[src/rtl/ptseq_pkg.sv]
package ptseq_pkg;

  typedef enum logic [2:0] {
    OP_NONE = 3'd0,
    OP_WRSR = 3'd1,
    OP_PP   = 3'd2,
    OP_SE   = 3'd3,
    OP_BE   = 3'd4,
    OP_CE   = 3'd5,
    OP_DP   = 3'd6,
    OP_RDP  = 3'd7
  } opKind_t;

  typedef enum logic [2:0] {
    MD_STANDBY = 3'd0,
    MD_BUSY    = 3'd1,
    MD_ENTER   = 3'd2,
    MD_DPD     = 3'd3,
    MD_WAKE    = 3'd4
  } mode_t;

  // strobes from control to datapath
  typedef struct packed {
    logic    capture;
    logic    clearPend;
    logic    loadTimer;
    opKind_t loadKind;
  } seqCtl_t;

endpackage

[src/rtl/ptseq_dp.sv]
module ptseq_dp
  import ptseq_pkg::*;
#(
  parameter int CNT_W      = 20,
  parameter int TW_TICKS   = 5000,
  parameter int TPP_TICKS  = 180,
  parameter int TSE_TICKS  = 90000,
  parameter int TBE_TICKS  = 1000000,
  parameter int TCE_TICKS  = 1000000,
  parameter int TDP_TICKS  = 20,
  parameter int TRES_TICKS = 20
) (
  input  logic    clk,
  input  logic    rstN,
  input  logic    csN,
  input  logic    tick,
  input  opKind_t cmdKind,
  input  seqCtl_t ctl,
  output logic    csRise,
  output opKind_t pendKind,
  output logic    timerDone
);

  localparam logic [CNT_W-1:0] CNT_ONE = CNT_W'(1);

  logic             csPrev;
  opKind_t          pendQ;
  logic [CNT_W-1:0] cnt;

  function automatic logic [CNT_W-1:0] loadVal(opKind_t k);
    case (k)
      OP_WRSR: return CNT_W'(TW_TICKS);
      OP_PP:   return CNT_W'(TPP_TICKS);
      OP_SE:   return CNT_W'(TSE_TICKS);
      OP_BE:   return CNT_W'(TBE_TICKS);
      OP_CE:   return CNT_W'(TCE_TICKS);
      OP_DP:   return CNT_W'(TDP_TICKS);
      OP_RDP:  return CNT_W'(TRES_TICKS);
      default: return '0;
    endcase
  endfunction

  always_ff @(posedge clk or negedge rstN) begin
    if (!rstN) csPrev <= 1'b1;
    else       csPrev <= csN;
  end

  assign csRise = csN & ~csPrev;

  always_ff @(posedge clk or negedge rstN) begin
    if (!rstN)              pendQ <= OP_NONE;
    else if (ctl.clearPend) pendQ <= OP_NONE;
    else if (ctl.capture)   pendQ <= cmdKind;
  end

  assign pendKind = pendQ;

  always_ff @(posedge clk or negedge rstN) begin
    if (!rstN)                   cnt <= '0;
    else if (ctl.loadTimer)      cnt <= loadVal(ctl.loadKind);
    else if (tick && cnt != '0)  cnt <= cnt - CNT_ONE;
  end

  assign timerDone = tick && (cnt == CNT_ONE);


  cnt_step_chk: assert property (@(posedge clk) disable iff (!rstN)
    (!ctl.loadTimer) |=> (cnt == $past(cnt) || cnt == $past(cnt) - CNT_ONE));


  done_zero_chk: assert property (@(posedge clk) disable iff (!rstN)
    (timerDone && !ctl.loadTimer) |=> (cnt == '0));

endmodule

[src/rtl/ptseq_ctrl.sv]
module ptseq_ctrl
  import ptseq_pkg::*;
(
  input  logic    clk,
  input  logic    rstN,
  input  logic    csN,
  input  logic    cmdStb,
  input  opKind_t cmdKind,
  input  logic    csRise,
  input  opKind_t pendKind,
  input  logic    timerDone,
  output seqCtl_t ctl,
  output mode_t   modeQ,
  output logic    welClrQ
);

  mode_t stQ, stD;
  logic  welD;

  always_comb begin
    ctl  = '0;
    stD  = stQ;
    welD = 1'b0;

    if (cmdStb && !csN && cmdKind != OP_NONE) begin
      if (stQ == MD_STANDBY)
        ctl.capture = 1'b1;
      else if ((stQ == MD_ENTER || stQ == MD_DPD) && cmdKind == OP_RDP)
        ctl.capture = 1'b1;
    end

    if (csRise && pendKind != OP_NONE) begin
      ctl.clearPend = 1'b1;
      case (stQ)
        MD_STANDBY: begin
          if (pendKind inside {OP_WRSR, OP_PP, OP_SE, OP_BE, OP_CE}) begin
            stD          = MD_BUSY;
            ctl.loadTimer = 1'b1;
            ctl.loadKind  = pendKind;
          end else if (pendKind == OP_DP) begin
            stD          = MD_ENTER;
            ctl.loadTimer = 1'b1;
            ctl.loadKind  = OP_DP;
          end
        end
        MD_ENTER: begin
          if (pendKind == OP_RDP) begin
            stD          = MD_STANDBY;
            ctl.loadTimer = 1'b1;
            ctl.loadKind  = OP_NONE;
          end
        end
        MD_DPD: begin
          if (pendKind == OP_RDP) begin
            stD          = MD_WAKE;
            ctl.loadTimer = 1'b1;
            ctl.loadKind  = OP_RDP;
          end
        end
        default: ;
      endcase
    end else if (timerDone) begin
      case (stQ)
        MD_BUSY: begin
          stD  = MD_STANDBY;
          welD = 1'b1;
        end
        MD_ENTER: stD = MD_DPD;
        MD_WAKE:  stD = MD_STANDBY;
        default: ;
      endcase
    end
  end

  always_ff @(posedge clk or negedge rstN) begin
    if (!rstN) begin
      stQ     <= MD_STANDBY;
      welClrQ <= 1'b0;
    end else begin
      stQ     <= stD;
      welClrQ <= welD;
    end
  end

  assign modeQ = stQ;


  busy_start_chk: assert property (@(posedge clk) disable iff (!rstN)
    (stQ == MD_STANDBY && csRise && (pendKind inside {OP_WRSR, OP_PP, OP_SE, OP_BE, OP_CE}))
    |=> (stQ == MD_BUSY));


  welclr_src_chk: assert property (@(posedge clk) disable iff (!rstN)
    welClrQ |-> ($past(stQ) == MD_BUSY && stQ == MD_STANDBY));


  busy_hold_chk: assert property (@(posedge clk) disable iff (!rstN)
    (stQ == MD_BUSY && !timerDone) |=> (stQ == MD_BUSY));


  dpd_exit_chk: assert property (@(posedge clk) disable iff (!rstN)
    (stQ == MD_DPD) |=> (stQ == MD_DPD || stQ == MD_WAKE));

endmodule

[src/rtl/op_timer_seq.sv]
module op_timer_seq
  import ptseq_pkg::*;
#(
  parameter int CNT_W      = 20,
  parameter int TW_TICKS   = 5000,
  parameter int TPP_TICKS  = 180,
  parameter int TSE_TICKS  = 90000,
  parameter int TBE_TICKS  = 1000000,
  parameter int TCE_TICKS  = 1000000,
  parameter int TDP_TICKS  = 20,
  parameter int TRES_TICKS = 20
) (
  input  logic       clk,
  input  logic       rstN,
  input  logic       csN,
  input  logic       tick,
  input  logic       cmdStb,
  input  logic [2:0] cmdKind,
  output logic       wip,
  output logic       welClr,
  output logic [2:0] mode,
  output logic       gateAll,
  output logic       gateRelease
);

  opKind_t kindIn;
  seqCtl_t ctl;
  logic    csRise;
  opKind_t pendKind;
  logic    timerDone;
  mode_t   modeQ;

  assign kindIn = opKind_t'(cmdKind);

  ptseq_dp #(
    .CNT_W(CNT_W), .TW_TICKS(TW_TICKS), .TPP_TICKS(TPP_TICKS),
    .TSE_TICKS(TSE_TICKS), .TBE_TICKS(TBE_TICKS), .TCE_TICKS(TCE_TICKS),
    .TDP_TICKS(TDP_TICKS), .TRES_TICKS(TRES_TICKS)
  ) u_dp (
    .clk(clk), .rstN(rstN), .csN(csN), .tick(tick), .cmdKind(kindIn),
    .ctl(ctl), .csRise(csRise), .pendKind(pendKind), .timerDone(timerDone)
  );

  ptseq_ctrl u_ctrl (
    .clk(clk), .rstN(rstN), .csN(csN), .cmdStb(cmdStb), .cmdKind(kindIn),
    .csRise(csRise), .pendKind(pendKind), .timerDone(timerDone),
    .ctl(ctl), .modeQ(modeQ), .welClrQ(welClr)
  );

  assign mode        = modeQ;
  assign wip         = (modeQ == MD_BUSY);
  assign gateAll     = (modeQ == MD_STANDBY);
  assign gateRelease = (modeQ == MD_STANDBY) || (modeQ == MD_ENTER) || (modeQ == MD_DPD);


  gate_order_chk: assert property (@(posedge clk) disable iff (!rstN)
    gateAll |-> gateRelease);

endmodule

[config.mk]
export PLATFORM = sky130hd
export DESIGN_NAME = op_timer_seq
export DESIGN_NICKNAME = d
export VERILOG_FILES = /design/src/rtl/ptseq_pkg.sv /design/src/rtl/ptseq_dp.sv /design/src/rtl/ptseq_ctrl.sv /design/src/rtl/op_timer_seq.sv
export SDC_FILE = /design/constraint.sdc
export NUM_CORES = 1
export LEC_CHECK = 0
export BUFFER_PORTS_ARGS = -buffer_cell sky130_fd_sc_hd__clkbuf_2
export CAP_MARGIN = 20
export CELL_PAD_IN_SITES_DETAIL_PLACEMENT = 1
export CELL_PAD_IN_SITES_GLOBAL_PLACEMENT = 1
export CORE_MARGIN = 2
export CORE_UTILIZATION = 42
export CTS_BUF_LIST = sky130_fd_sc_hd__clkbuf_16
export CTS_CLUSTER_DIAMETER = 30
export DETAILED_ROUTE_END_ITERATION = 10
export GPL_ROUTABILITY_DRIVEN = 0
export PLACE_DENSITY_LB_ADDON = 0.2
export RECOVER_POWER = 25
export SLEW_MARGIN = 10
export SYNTH_ARGS = -nofsm -noshare
export SYNTH_HDL_FRONTEND = slang
export SYNTH_SLANG_ARGS = --single-unit
[constraint.sdc]
create_clock -name clk -period 1.9 [get_ports clk]
set_input_delay 0.285 -clock clk [delete_from_list [all_inputs] [get_ports clk]]
set_output_delay 0.285 -clock clk [all_outputs]
set_load 0.02 [all_outputs]
==> flow_summary.json, run 1 <==
{
  "clock_latency_ns": 0.27,
  "dpl.hpwl_um": 4780,
  "p_int_mw": 1.75,
  "dpl_cell_area_mm2": 0.00237,
  "worstSetupPathType": "flip-flop to flip-flop",
  "tightest_slew_ns": 1.60,
  "dieWidth_um": 72.0,
  "syn_to_final_growth_pct": 41.0,
  "fp-row-count": 24,
  "die-area_mm2": 0.00518,
  "max_clock_freq_mhz": 479,
  "whs_ns": 0.167,
  "vias": 2207,
  "cts-htree-levels": 1,
  "slew_headroom_pct": -6.98,
  "p_leak_nw": 1.19,
  "numCtsBuffers": 3,
  "mostFrequentLayoutCells": "50 x buf_4, 25 x dfrtp_1, 16 x nor2_1",
  "hold_violations": 0,
  "yosysWarnings": 0,
  "ys.flop_type": "dfrtp_1",
  "first_iter_violations": 155,
  "avgRoutedWirePerCell_um": 25.3,
  "grt-ovfl-total": 0,
  "vias_per_cell": 6.85,
  "netlist_area_mm2": 0.00194,
  "final_antenna_net_count": 0,
  "maxCapViolations": 1,
  "fin_crit_sh_pct": 110,
  "first_pass_iters": 5,
  "finalCriticalPeriod_ns": 2.09,
  "seq_area_frac_synth_pct": 36.2,
  "ctsLongestPathBuffers": 2,
  "antenna_found_initial": 0,
  "ir_worst_vdd_mv": 0.625,
  "avgSynthCellArea_um2": 9.28,
  "crit_arrival_ns": 2.25,
  "rsz0062_at_grt": "true",
  "switching_power_mw": 1.25,
  "power.share.switching_pct": 41.6,
  "endpoint_kind": "flip-flop",
  "diodes": 0,
  "grt_pass1_vias": 2173,
  "hold_path.class": "input port to flip-flop",
  "synth_edf_count": 0,
  "status": "complete, but fails checks",
  "cp-start-kind": "flip-flop",
  "final_layout_size_suffix_gt1_share_pct": 44.8,
  "final_nets": 281,
  "p_clk_share_pct": 17.1,
  "fillers": 499,
  "io_pins": 15,
  "grt_max_degree": 29,
  "critPathRequiredTime_ns": 2.06,
  "crit_fanout": 7,
  "p_seq_share_pct": 33.1,
  "fin_area_mm2": 0.00274,
  "ys_seq_elements": 28,
  "failed_checks": "max-capacitance violations, max-slew violations, negative setup slack",
  "powerDensity_mw_per_mm2": 1100,
  "cts_sinks": 28,
  "cts_tree": "built",
  "async_reset_ff_share_pct": 100,
  "final_common_cell": "buf_4",
  "netlist_instances": 209,
  "fin_worst_skew_ns": 0.00402,
  "power_frac_comb_pct": 49.8,
  "port_buffers": 14,
  "path_clk_slew_ns": 0.07,
  "synth_cell_types": 61,
  "timing.final.ws_setup_ns": -0.188,
  "cts.root.buffer_cell": "clkbuf_16",
  "coreArea_mm2": 0.00441,
  "dieHeight_um": 72.0,
  "finalSetupViolations": 18,
  "synth_nets": 219,
  "drt-total-wl_um": 8140,
  "grt_pass1_wl_um": 11100,
  "drv_slew": 29,
  "initial_utilization_pct": 43.9,
  "finalSetupTns_ns": -1.09,
  "drc_errors": 0,
  "grtUsageTotal_pct": 27.6
}
==> critical path, stage by stage, from the launching register on <==
cell and delay, ns:
dfrtp_1 0.39, inv_1 0.08, ha_1 0.21, nor3b_4 0.30, nand2_4 0.15, o21ai_0 0.34
buf_4 0.21, nor3b_1 0.05, o31a_1 0.25
==> final cells by class <==
class | count | area (um^2) | share of cell area (%)
Tap cell | 52 | 65.1 | 2.38
Inverter | 9 | 37.5 | 1.37
Clock buffer | 3 | 75.1 | 2.74
Clock inverter | 1 | 3.75 | 0.137
Timing Repair Buffer | 68 | 497 | 18.2
Sequential cell | 28 | 704 | 25.8
Multi-Input combinational cell | 161 | 1350 | 49.5
==> timing repair <==
| action | in CTS | in global routing |
|---|---|---|
| hold buffers | 0 | 0 |
| gates cloned | 1 | 2 |
| setup endpoints to repair | 18 | 25 |
| pin swaps | 7 | 12 |
| gates resized for setup | 14 | 31 |
| buffers inserted | 3 | 4 |
==> synth_stat cells, types with 4 or more instances <==
library cell / number / area (um^2)
nor4_1: 5 / 31.3
clkbuf_1: 5 / 18.8
buf_2: 4 / 20.0
a31oi_1: 5 / 31.3
nor2_1: 20 / 75.1
nand2_1: 11 / 41.3
o211ai_1: 4 / 30.0
o21ai_0: 11 / 55.1
o2111ai_1: 4 / 35.0
nor3_1: 5 / 25.0
inv_1: 9 / 33.8
o22a_1: 7 / 61.3
nand3_1: 5 / 25.0
and2_1: 5 / 31.3
a21oi_1: 8 / 40.0
o22ai_1: 4 / 25.0
a2bb2oi_1: 7 / 61.3
dfrtp_1: 27 / 676
xor2_1: 4 / 35.0
==> per-stage QoR <==
| step | utilization [%] | setup WS (ns) | total power [mW] | instances |
|---|---|---|---|---|
| 2_1_floorplan | - | 0.00953 | 1.56 | 209 |
| 3_3_place_gp | 53.7 | -0.0163 | 2.05 | 308 |
| 3_5_place_dp | 53.7 | -0.0801 | 2.14 | 308 |
| 4_1_cts | 57.5 | 0.00188 | 2.72 | 316 |
| 5_1_grt | 62.0 | -0.171 | 3.10 | 322 |
| 6_report | 62.0 | -0.188 | 3.00 | 322 |
==> final timing paths <==
path                              start         endpoint  slack [ns]  depth (start not counted)
setup / recovery            u_dp.cnt[1]      u_dp.cnt[2]       -0.19                          8
hold / removal                      csN      u_dp.csPrev        0.17                          1
setup reg to reg            u_dp.cnt[1]      u_dp.cnt[2]       -0.19                          8
hold reg to reg            u_dp.cnt[15]     u_dp.cnt[15]        0.59                          2
max in group asynchronous          rstN  u_ctrl.modeQ[2]        0.45                          1
min in group asynchronous          rstN      u_dp.cnt[9]        0.41                          1
==> power by group through the flow <==
stage	Clock, mW	Sequential, mW	Combinational [mW]
finish	0.514	0.994	1.50
global placement	0	0.961	1.09
global route	0.521	1.01	1.58
detailed placement	0	0.983	1.16
floorplan	0	1.01	0.551
CTS	0.491	0.980	1.25
==> flip-flops by register name (all words and copies together), names as in the netlist <==
register,count
u_ctrl.modeQ,3
u_ctrl.welClrQ,1
u_dp.cnt,20
u_dp.csPrev,1
u_dp.pendKind,3
==> layer usage <==
layer / GRT usage (%) / wire (um) / up-vias
li1: - / - / 947
met1: 34.8 / 3380 / 1138
met2: 49.3 / 4160 / 98
met3: 3.61 / 347 / 24
met4: 8.18 / 254 / 0
met5: 0 / 0 / -
==> cell families after synthesis <==
| group | share of synthesized area [%] |
|---|---|
| AO/OA/AOI/OAI | 30.3 |
| AND/OR/NAND/NOR | 24.3 |
| flip-flops | 36.2 |
| buffers and inverters | 5.68 |
| XOR/XNOR | 2.26 |
| adder cells (fa/ha/maj) | 1.29 |
Power figures use the tool's default switching activity.
==> inputs of run 2 (changes only) <==
RECOVER_POWER = not set   (was 25)
SETUP_SLACK_MARGIN = 0.1   (was not set)
==> flow_summary.json, run 2 (synthesized netlist as in run 1, its figures left out) <==
{
  "r2r_cells": 6,
  "cts.root.buffer_cell": "clkbuf_16",
  "endpoint_kind": "flip-flop",
  "diodes": 0,
  "switching_power_mw": 1.31,
  "clock_latency_ns": 0.27,
  "r2r-start": "u_dp.cnt[9]",
  "dieHeight_um": 72.0,
  "p_int_mw": 1.79,
  "final_common_cell": "buf_4",
  "worstReg2RegEnd": "u_dp.cnt[10]",
  "port_buffers": 14,
  "tightest_slew_ns": 0.782,
  "mostFrequentLayoutCells": "50 x buf_4, 22 x dfrtp_1, 15 x nor2_1",
  "fin_crit_sh_pct": 100,
  "drc_errors": 0,
  "timing.final.ws_setup_ns": -0.00305,
  "vias": 2162,
  "fp-row-count": 24,
  "largest_register": "u_dp.cnt",
  "hold_buffers": 0,
  "power.share.switching_pct": 42.2,
  "maxCapViolations": 0,
  "final_antenna_net_count": 0,
  "finalSetupTns_ns": -0.00305,
  "power_frac_comb_pct": 51.1,
  "cts_tree": "built",
  "finalCriticalPeriod_ns": 1.90,
  "p_leak_nw": 1.18,
  "p_seq_share_pct": 32.5,
  "gr-max-usage-layer": "met2",
  "slew_headroom_pct": 47.9,
  "ctsLongestPathBuffers": 2,
  "dpl_cell_area_mm2": 0.00238,
  "path_clk_slew_ns": 0.08,
  "r2r_slack_ns": -0.003,
  "grtUsageTotal_pct": 29.0,
  "worstSetupPathType": "flip-flop to flip-flop",
  "finalSetupViolations": 1,
  "grt_pass1_vias": 2327,
  "hold_violations": 0,
  "max_clock_freq_mhz": 525,
  "powerDensity_mw_per_mm2": 1090,
  "fin_total_pwr_mw": 3.10,
  "critPathRequiredTime_ns": 2.06,
  "fin_area_mm2": 0.00285,
  "antenna_found_initial": 0,
  "gr-usage-met3_pct": 2.78,
  "p_clk_share_pct": 16.5,
  "ir_worst_vdd_mv": 0.512,
  "grt-ovfl-total": 0,
  "first_iter_violations": 146,
  "rsz0062_at_grt": "true",
  "failed_checks": "negative setup slack",
  "grt_max_degree": 29,
  "drv_slew": 0,
  "crit_fanout": 6,
  "coreArea_mm2": 0.00441,
  "crit_path_start": "u_dp.cnt[9]",
  "avgRoutedWirePerCell_um": 24.1,
  "syn_to_final_growth_pct": 47.0,
  "cts_sinks": 28,
  "drt-total-wl_um": 7810,
  "final_layout_size_suffix_gt1_share_pct": 50.7,
  "die-area_mm2": 0.00518,
  "dpl.hpwl_um": 4760,
  "numCtsBuffers": 3,
  "cts-htree-levels": 1,
  "initial_utilization_pct": 43.9,
  "hold_path.class": "input port to asynchronous set/reset pin",
  "status": "complete, but fails checks",
  "largest_reg_flops": 20,
  "final_nets": 283,
  "dieWidth_um": 72.0,
  "cp-start-kind": "flip-flop",
  "crit_arrival_ns": 2.06,
  "vias_per_cell": 6.67,
  "met1_usage_pct": 34.4,
  "fillers": 482,
  "io_pins": 15,
  "first_pass_iters": 4,
  "fin_worst_skew_ns": 0.00429,
  "grt_pass1_wl_um": 11600,
  "grtUsageMet2_pct": 52.4
}
run 2: power groups by stage:
stage | combinational, mW | sequential [mW] | clock (mW)
global placement | 1.05 | 0.976 | 0
finish | 1.58 | 1.01 | 0.510
detailed placement | 1.12 | 0.994 | 0
floorplan | 0.571 | 1.02 | 0
CTS | 1.33 | 0.987 | 0.512
global route | 1.68 | 1.02 | 0.535
run 2: metal layers:
layer	wire [um]	part of all wire (%)	up-vias
met4	279	3.6	0
li1	-	-	949
met1	3120	40	1118
met3	309	4.0	24
met5	0	0	-
met2	4110	53	71
run 2: metrics by stage:
step                      std cells  hold slack (ns)  worst slack, ns  util [%]
after floorplan                 209          -0.0106           0.0642         -
after global placement          305            0.368           0.0106      54.0
after detailed placement        305            0.386          -0.0899      54.0
after CTS                       318           0.0955           0.0249      59.8
after global routing            324            0.116          -0.0540      64.6
final                           324           0.0799         -0.00305      64.6
run 2: final cells by class:
| type | count | area [um^2] | share of cell area (%) |
|---|---|---|---|
| Timing Repair Buffer | 70 | 522 | 18.3 |
| Clock buffer | 3 | 75.1 | 2.63 |
| Inverter | 9 | 37.5 | 1.32 |
| Clock inverter | 1 | 3.75 | 0.132 |
| Tap cell | 52 | 65.1 | 2.28 |
| Multi-Input combinational cell | 161 | 1440 | 50.5 |
| Sequential cell | 28 | 708 | 24.8 |
run 2: critical path, stage by stage (launching register included):
cell and delay (ns):
dfrtp_1 0.43, nor4_4 0.28, buf_6 0.17, nand4_4 0.17
o21a_4 0.30, a2bb2oi_1 0.15, o2bb2a_1 0.29
run 2: what timing repair did:
item / in CTS / in global routing
buffers inserted: 6 / 6
pin swaps: 11 / 23
setup endpoints to repair: 22 / 23
gates resized for setup: 24 / 36
endpoints found under the hold margin: 0 / 0
cloned: 3 / 0
run 2: how the worst max path moves through the flow:
stage / to / slack [ns] / cells past startpoint
after floorplan: u_dp.cnt[8] / 0.06 / 6
after global placement: u_dp.cnt[11] / 0.01 / 6
after detailed placement: u_dp.cnt[11] / -0.09 / 6
after CTS: u_ctrl.modeQ[0] / 0.02 / 6
after global routing: u_dp.cnt[19] / -0.05 / 6
final: u_dp.cnt[10] / -0.003 / 6
